`config.mk`:
```
export PLATFORM = sky130hd
export DESIGN_NAME = cond_branch_unit
export DESIGN_NICKNAME = d
export VERILOG_FILES = /design/src/rtl/cc_pkg.sv /design/src/rtl/cc_flag_reg.sv /design/src/rtl/cc_cond_eval.sv /design/src/rtl/cond_branch_unit.sv
export SDC_FILE = /design/constraint.sdc
export NUM_CORES = 1
export LEC_CHECK = 0
export BUFFER_PORTS_ARGS = -buffer_cell sky130_fd_sc_hd__buf_4
export CAP_MARGIN = 5
export CELL_PAD_IN_SITES_DETAIL_PLACEMENT = 0
export CELL_PAD_IN_SITES_GLOBAL_PLACEMENT = 2
export CORE_MARGIN = 2
export CORE_UTILIZATION = 24
export CTS_BUF_LIST = sky130_fd_sc_hd__clkbuf_4 sky130_fd_sc_hd__clkbuf_8
export CTS_CLUSTER_SIZE = 40
export DETAILED_ROUTE_END_ITERATION = 10
export PLACE_DENSITY = 0.87
export SLEW_MARGIN = 5
export SYNTH_ARGS = -nofsm -noshare
export SYNTH_HDL_FRONTEND = slang
export SYNTH_SLANG_ARGS = --single-unit
```
`constraint.sdc`:
```
create_clock -name clk -period 3.3 [get_ports clk]
set_input_delay 0 -clock clk [delete_from_list [all_inputs] [get_ports clk]]
set_output_delay 0 -clock clk [all_outputs]
set_load 0.01 [all_outputs]
```
`src/rtl/cc_pkg.sv`:
```
package cc_pkg;
  localparam int NFLAG = 4;
  localparam int F_ZR = 0;
  localparam int F_NG = 1;
  localparam int F_UO = 2;
  localparam int F_SO = 3;

  typedef enum logic [4:0] {
    C_ALW = 5'd0,  C_NEV = 5'd1,
    C_ZRS = 5'd2,  C_ZRC = 5'd3,
    C_NGS = 5'd4,  C_NGC = 5'd5,
    C_UOS = 5'd6,  C_UOC = 5'd7,
    C_SOS = 5'd8,  C_SOC = 5'd9,
    C_EQ  = 5'd10, C_NE  = 5'd11,
    C_UGT = 5'd12, C_UGE = 5'd13,
    C_ULT = 5'd14, C_ULE = 5'd15,
    C_SGT = 5'd16, C_SGE = 5'd17,
    C_SLT = 5'd18, C_SLE = 5'd19
  } cond_e;
endpackage

```
`src/rtl/cc_flag_reg.sv`:
```
module cc_flag_reg
  import cc_pkg::*;
(
  input  logic             clk,
  input  logic             rst,
  input  logic             upd_valid,
  input  logic             upd_is_flow,
  input  logic [NFLAG-1:0] alu_flags,
  input  logic             rti_valid,
  input  logic [NFLAG-1:0] rti_flags,
  output logic [NFLAG-1:0] flags_q
);
  logic alu_wr;
  assign alu_wr = upd_valid && !upd_is_flow;

  for (genvar g = 0; g < NFLAG; g++) begin : g_bit
    always_ff @(posedge clk) begin
      if (rst)            flags_q[g] <= 1'b0;
      else if (rti_valid) flags_q[g] <= rti_flags[g];
      else if (alu_wr)    flags_q[g] <= alu_flags[g];
    end
  end

  AST_ALU_LOAD: assert property (@(posedge clk) disable iff (rst)
    (upd_valid && !upd_is_flow && !rti_valid) |=> flags_q == $past(alu_flags));
  AST_FLOW_KEEP: assert property (@(posedge clk) disable iff (rst)
    (upd_valid && upd_is_flow && !rti_valid) |=> $stable(flags_q));
  AST_RTI_WINS: assert property (@(posedge clk) disable iff (rst)
    rti_valid |=> flags_q == $past(rti_flags));
  AST_IDLE_KEEP: assert property (@(posedge clk) disable iff (rst)
    (!upd_valid && !rti_valid) |=> $stable(flags_q));
endmodule

```
`src/rtl/cc_cond_eval.sv`:
```
module cc_cond_eval
  import cc_pkg::*;
#(
  parameter int COND_W = 5
) (
  input  logic [NFLAG-1:0]  flags,
  input  logic [COND_W-1:0] cond,
  output logic              take
);
  logic zr, ng, uo, so, slt, sle;
  assign zr  = flags[F_ZR];
  assign ng  = flags[F_NG];
  assign uo  = flags[F_UO];
  assign so  = flags[F_SO];
  assign slt = so ^ ng;
  assign sle = slt | zr;

  always_comb begin
    unique case (cond)
      C_ALW:   take = 1'b1;
      C_NEV:   take = 1'b0;
      C_ZRS:   take = zr;
      C_ZRC:   take = !zr;
      C_NGS:   take = ng;
      C_NGC:   take = !ng;
      C_UOS:   take = uo;
      C_UOC:   take = !uo;
      C_SOS:   take = so;
      C_SOC:   take = !so;
      C_EQ:    take = zr;
      C_NE:    take = !zr;
      C_UGT:   take = !(uo | zr);
      C_UGE:   take = !uo;
      C_ULT:   take = uo;
      C_ULE:   take = uo | zr;
      C_SGT:   take = !sle;
      C_SGE:   take = !slt;
      C_SLT:   take = slt;
      C_SLE:   take = sle;
      default: take = 1'b0;
    endcase
  end

  always_comb begin
    if (cond == C_NEV || cond > C_SLE) begin
      AST_NEVER_CODES: assert (!take);
    end
  end
endmodule

```
`src/rtl/cond_branch_unit.sv`:
```
module cond_branch_unit
  import cc_pkg::*;
#(
  parameter int COND_W = 5
) (
  input  logic              clk,
  input  logic              rst,
  input  logic              upd_valid,
  input  logic              upd_is_flow,
  input  logic [NFLAG-1:0]  alu_flags,
  input  logic              rti_valid,
  input  logic [NFLAG-1:0]  rti_flags,
  input  logic              br_valid,
  input  logic [COND_W-1:0] br_cond,
  input  logic              br_autoreg,
  output logic [NFLAG-1:0]  flags,
  output logic              br_taken,
  output logic              addr_upd_en
);
  logic take_c;

  cc_flag_reg u_flags (
    .clk(clk), .rst(rst),
    .upd_valid(upd_valid), .upd_is_flow(upd_is_flow), .alu_flags(alu_flags),
    .rti_valid(rti_valid), .rti_flags(rti_flags),
    .flags_q(flags)
  );

  cc_cond_eval #(.COND_W(COND_W)) u_eval (
    .flags(flags), .cond(br_cond), .take(take_c)
  );

  always_ff @(posedge clk) begin
    if (rst) begin
      br_taken    <= 1'b0;
      addr_upd_en <= 1'b0;
    end else begin
      br_taken    <= br_valid && take_c;
      addr_upd_en <= br_valid && take_c && br_autoreg;
    end
  end

  AST_GATE_NEEDS_TAKE: assert property (@(posedge clk) disable iff (rst)
    addr_upd_en |-> br_taken);
  AST_GATE_NEEDS_MODE: assert property (@(posedge clk) disable iff (rst)
    (br_valid && !br_autoreg) |=> !addr_upd_en);
  AST_QUIET_NO_REQ: assert property (@(posedge clk) disable iff (rst)
    !br_valid |=> (!br_taken && !addr_upd_en));
  AST_ALW_TAKES: assert property (@(posedge clk) disable iff (rst)
    (br_valid && br_cond == C_ALW) |=> br_taken);
endmodule

```
==> Yosys cells after proc, flatten, opt, wreduce, memory -nomap -nowiden <==
Cells that the tools add are included.
{ "word_totals": {"ff_bits": 6, "inputBits": 20, "output_inout_bits": 6, "elab_cells": 53} }
{ "classes": {"eq_ne": 18, "n_mux": 9, "bitwise": 3, "n_reduce_logical": 17} }
{ "ops": {"columns": ["operator", "n"], "rows": [
  ["== test 5 x 4 -> 1 bit, second input constant", 8],
  ["== test 5 x 3 -> 1 bit, second input constant", 4],
  ["== test 5 bit, second input constant", 4],
  ["case mux 1 bit (15 select lines)", 1],
  ["== test 5 x 2 -> 1 bit, second input constant", 2],
  ["logical NOT 1 bit", 8],
  ["two-way mux 1 bit", 8],
  ["OR reduction 2 bit", 4],
  ["logical NOT 5 bit", 1],
  ["logical AND 1 bit", 3],
  ["bitwise OR 1 bit", 2],
  ["nonzero test 2 bit", 1],
  ["bitwise XOR 1 bit", 1]
]} }

==> Longest topological paths before layout <==
{ "logic_depth": {"ltp_word": 6, "mapped_depth": 5, "depth_no_buf": 4} }

==> Modules after synthesis <==
From an unflattened synthesis, not the netlist that was laid out.
{ "hier_totals": {"cells_unflattened": 52, "hier_area_um2": 479.2} }
{ "modules_own_cells": {"columns": ["module", "n_inst", "cells_each", "area_each_um2", "seq_area_each_um2"], "rows": [
  ["cc_flag_reg", 1, 23, 236.5, 80.1],
  ["cc_cond_eval", 1, 25, 182.7, 0.0],
  ["cond_branch_unit", 1, 4, 60.1, 40.0]
]} }

==> Worst setup path after synthesis <==
OpenSTA, ideal clock, no wires.
{ "synth_path": {"path_type": "reg2reg", "startpoint": "register u_flags.flags_q[0]", "endpoint": "register addr_upd_en", "setup_time_ns": 0.087, "arrival_ns": 1.027, "required_time_ns": 3.213, "slack_ns": 2.185, "stages_incl_launch_ff": 5, "path_buffers": 0, "synth_period_minus_slack_ns": 1.115, "cell_sequence": "dfxtp_1 -> a21oi_2 -> o22ai_1 -> o211a_1 -> nor4b_2"} }
{ "synth_via": {"elab_chain_len": 5, "word_cells_on_any_way": 8, "cone_classes": "mux (1); bitwise (2); reduce/logical (5)"} }
{ "synth_lines": {"columns": ["element", "line", "source"], "rows": [
  ["from (decl)", "cc_flag_reg.sv:11", "output logic [NFLAG-1:0] flags_q"],
  ["from (signal, indexed assignment)", "cc_flag_reg.sv:19", "else if (rti_valid) flags_q[g] <= rti_flags[g];"],
  ["from (signal, indexed assignment)", "cc_flag_reg.sv:20", "else if (alu_wr) flags_q[g] <= alu_flags[g];"],
  ["bitwise OR 1 bit (on tied branches)", "cc_cond_eval.sv:16, cc_cond_eval.sv:32, cc_cond_eval.sv:35", null],
  ["logical NOT 1 bit (on tied branches)", "cc_cond_eval.sv:36, cc_cond_eval.sv:32", null],
  ["case mux 1 bit (15 select lines) *", "cc_cond_eval.sv:19", "unique case (cond)"],
  ["logical AND 1 bit * (2 in a row)", "cond_branch_unit.sv:39", "addr_upd_en <= br_valid && take_c && br_autoreg;"],
  ["to (signal assigned)", "cond_branch_unit.sv:39", null],
  ["to (decl)", "cond_branch_unit.sv:18", "output logic addr_upd_en"]
]} }
Every way passes the cells marked *; elsewhere a longest branch is shown, timed or not.
A chain may end at the register's enable or synchronous reset.

==> Worst setup path in the final report <==
Same ends and word-level chain as after synthesis.

==> out/metrics.yaml <==
final_cell_mix: "25 x buf_4, 6 x dfxtp_1, 5 x nand2b_1"
grt_pass1_vias: 446
post_dp_cell_area_um2: 636.9
crit_family: "compound AO/OA/AOI/OAI gates"
skew_ns: 0.0009725
synth_edf_count: 0
grt_usage: 0.1154
critPathMaxFanout: 7
synthArstFlopShare: 0
synth_top_cell_area_share: 0.2799
diodes: 0
rsz0062_at_grt: "no"
nets: 100
vias_per_cell: 4.718
worst_slew_pin_slew_ns: 0.3247
root_buffer: "clkbuf_4"
yosys_warnings: 0
via_count: 486
cts_setup_buffers: 0
overflow: 0
holdBufCountCts: 1
gp_congestion: 0.7180
status: "finished, final reports clean"
startpoint: "u_flags.flags_q[0]"
crit_chain: "a21oi_2 > o22ai_1 > o211a_1 > nor4b_2"
die_area_um2: 2142
wl_um: 1116
die_w_um: 46.29
min_path_type: "input pin to register"
cp-start-kind: "register"
rows: 15
final-setup-viol-count: 0
maxCapViolCount: 0
reg2reg_from: "u_flags.flags_q[0]"
io_pins: 26
grt_pass1_wl_um: 1752
whs_path_depth: 2
final_area_um2: 669.4
clkTransAtPathRegs_ns: 0.04
cpPeakStageDelay_ns: 0.37
cts-resized-gates: 0
first_pass_iters: 3
whs_endpoint: "addr_upd_en"
critPathKind: "register to register"
yosys-top-cells-area: "dfxtp_1 28%, mux2_2 7.9%, nand2b_1 7.3%"
dr_wl_met3_um: 90
hold_path.startpoint: "br_autoreg"
synth_flop_cell: "dfxtp_1"
seq_area_frac_synth: 0.2799
yosysUniqueCellTypes: 23
tns_ns: 0
drc: 0
core_um2: 1708
fillCellCount: 184
synthCells: 50
max_slew_margin: 0.7835
avgSynthCellArea_um2: 8.583
insertion_delay_ns: 0.24
cts-buffers-inserted: 3
io_buffers: 25
pre_cts_slack_ns: 2.126
setup_slack_ns: 2.113
start_util: 0.2513
crit_required_ns: 3.46
max_freq_mhz: 842.6
grt_antenna_before_repair: 0
drtIter0Drc: 4
crit_slowest_cell: "dfxtp_1"
cts_buffer_depth: 2
yosysTopAreaCell: "dfxtp_1"
drive_above_1_share: 0.4359
finalHoldViolCount: 0
drv_slew: 0
timing.rr.end: "addr_upd_en"
final_antenna_net_count: 0
cts_sinks: 6
areaGrowthSynthToFinish_pct: 55.98
hpwl_um: 899.2
rrSetupSlack_ns: 2.11
wl_met2_um: 523
grt_max_degree: 10
final.min_clock_period_ns: 1.187
die_height_um: 46.29
cts_tree: "done"
cts_max_level: 1
ir_worst_vdd_mv: 0.1251
ff2ff_path_depth: 4
synth_nets: 70
power_density_nw_per_um2: 319.2
p_leak_nw: 0.2958
highest_layer: "met4"
cp-end-kind: "register"
wl_met1_um: 480
cp.arrival_ns: 1.34
wire_per_inst_um: 10.83
fin_crit_sh: 0.3596
ys_seq_elements: 6
syn-cell-area_um2: 429.2
mostFrequentLayoutCell: "buf_4"
path_buf_inv: 0
==> per-stage QoR <==
stage                     std cells  utilization  hold slack, ns  total power, mW
after floorplan                  50            -         0.07238           0.1140
after global placement           99       0.3729          0.2216           0.1481
after detailed placement         99       0.3729          0.2141           0.1473
after CTS                       103       0.3919         0.05786           0.2143
after global routing            103       0.3919         0.06189           0.2249
final                           103       0.3919         0.05155           0.2137
==> flip-flops by register name, summed over array words and instances (netlist names) <==
signal           count
br_taken             1
u_flags.flags_q      4
addr_upd_en          1
==> layout make-up <==
type | instances | area, um^2 | share of cell area
timing repair buffer | 26 | 197.7 | 0.2953
clock buffer | 3 | 22.52 | 0.03364
tap | 25 | 31.28 | 0.04673
multi-input combinational | 39 | 282.8 | 0.4224
inverter | 4 | 15.01 | 0.02243
sequential | 6 | 120.1 | 0.1794
==> kinds of logic (layout without fill, tap and decap cells) <==
family	after synthesis	in the layout	share of synthesized area
compound gates	12	12	0.2158
xor+xnor	1	1	0.02041
buf+inv	5	33	0.06121
flops	6	6	0.2799
mux	6	6	0.1487
simple gates	20	20	0.2740
==> power breakdown <==
group          switching [mW]  leakage, nW  internal, mW  total (mW)
Sequential            0.00571       0.0494        0.0774      0.0831
Clock                  0.0261       0.0138        0.0411      0.0672
Combinational          0.0265        0.233        0.0369      0.0634
==> synthesized netlist by cell type (2+ instances only) <==
| cell | count |
|---|---|
| dfxtp_1 | 6 |
| nand2b_1 | 5 |
| inv_1 | 4 |
| nor2_1 | 4 |
| a211oi_1 | 3 |
| mux2_2 | 3 |
| mux2i_1 | 3 |
| nand2_1 | 3 |
| nand4_1 | 3 |
| a21oi_2 | 2 |
| o22ai_1 | 2 |
==> how the worst max path moves through the flow <==
stage	cells past startpoint	to	slack (ns)
floorplan	4	addr_upd_en	2.19
global placement	4	addr_upd_en	2.13
detailed placement	4	addr_upd_en	2.13
CTS	4	addr_upd_en	2.11
global route	4	addr_upd_en	2.05
finish	4	addr_upd_en	2.11
==> metal layers <==
metal	global-route usage	up-vias
li1	-	244
met2	0.1833	20
met1	0.1439	218
met4	0.05143	0
met5	0	-
met3	0.03137	4
(Power assumes the default switching activity.)
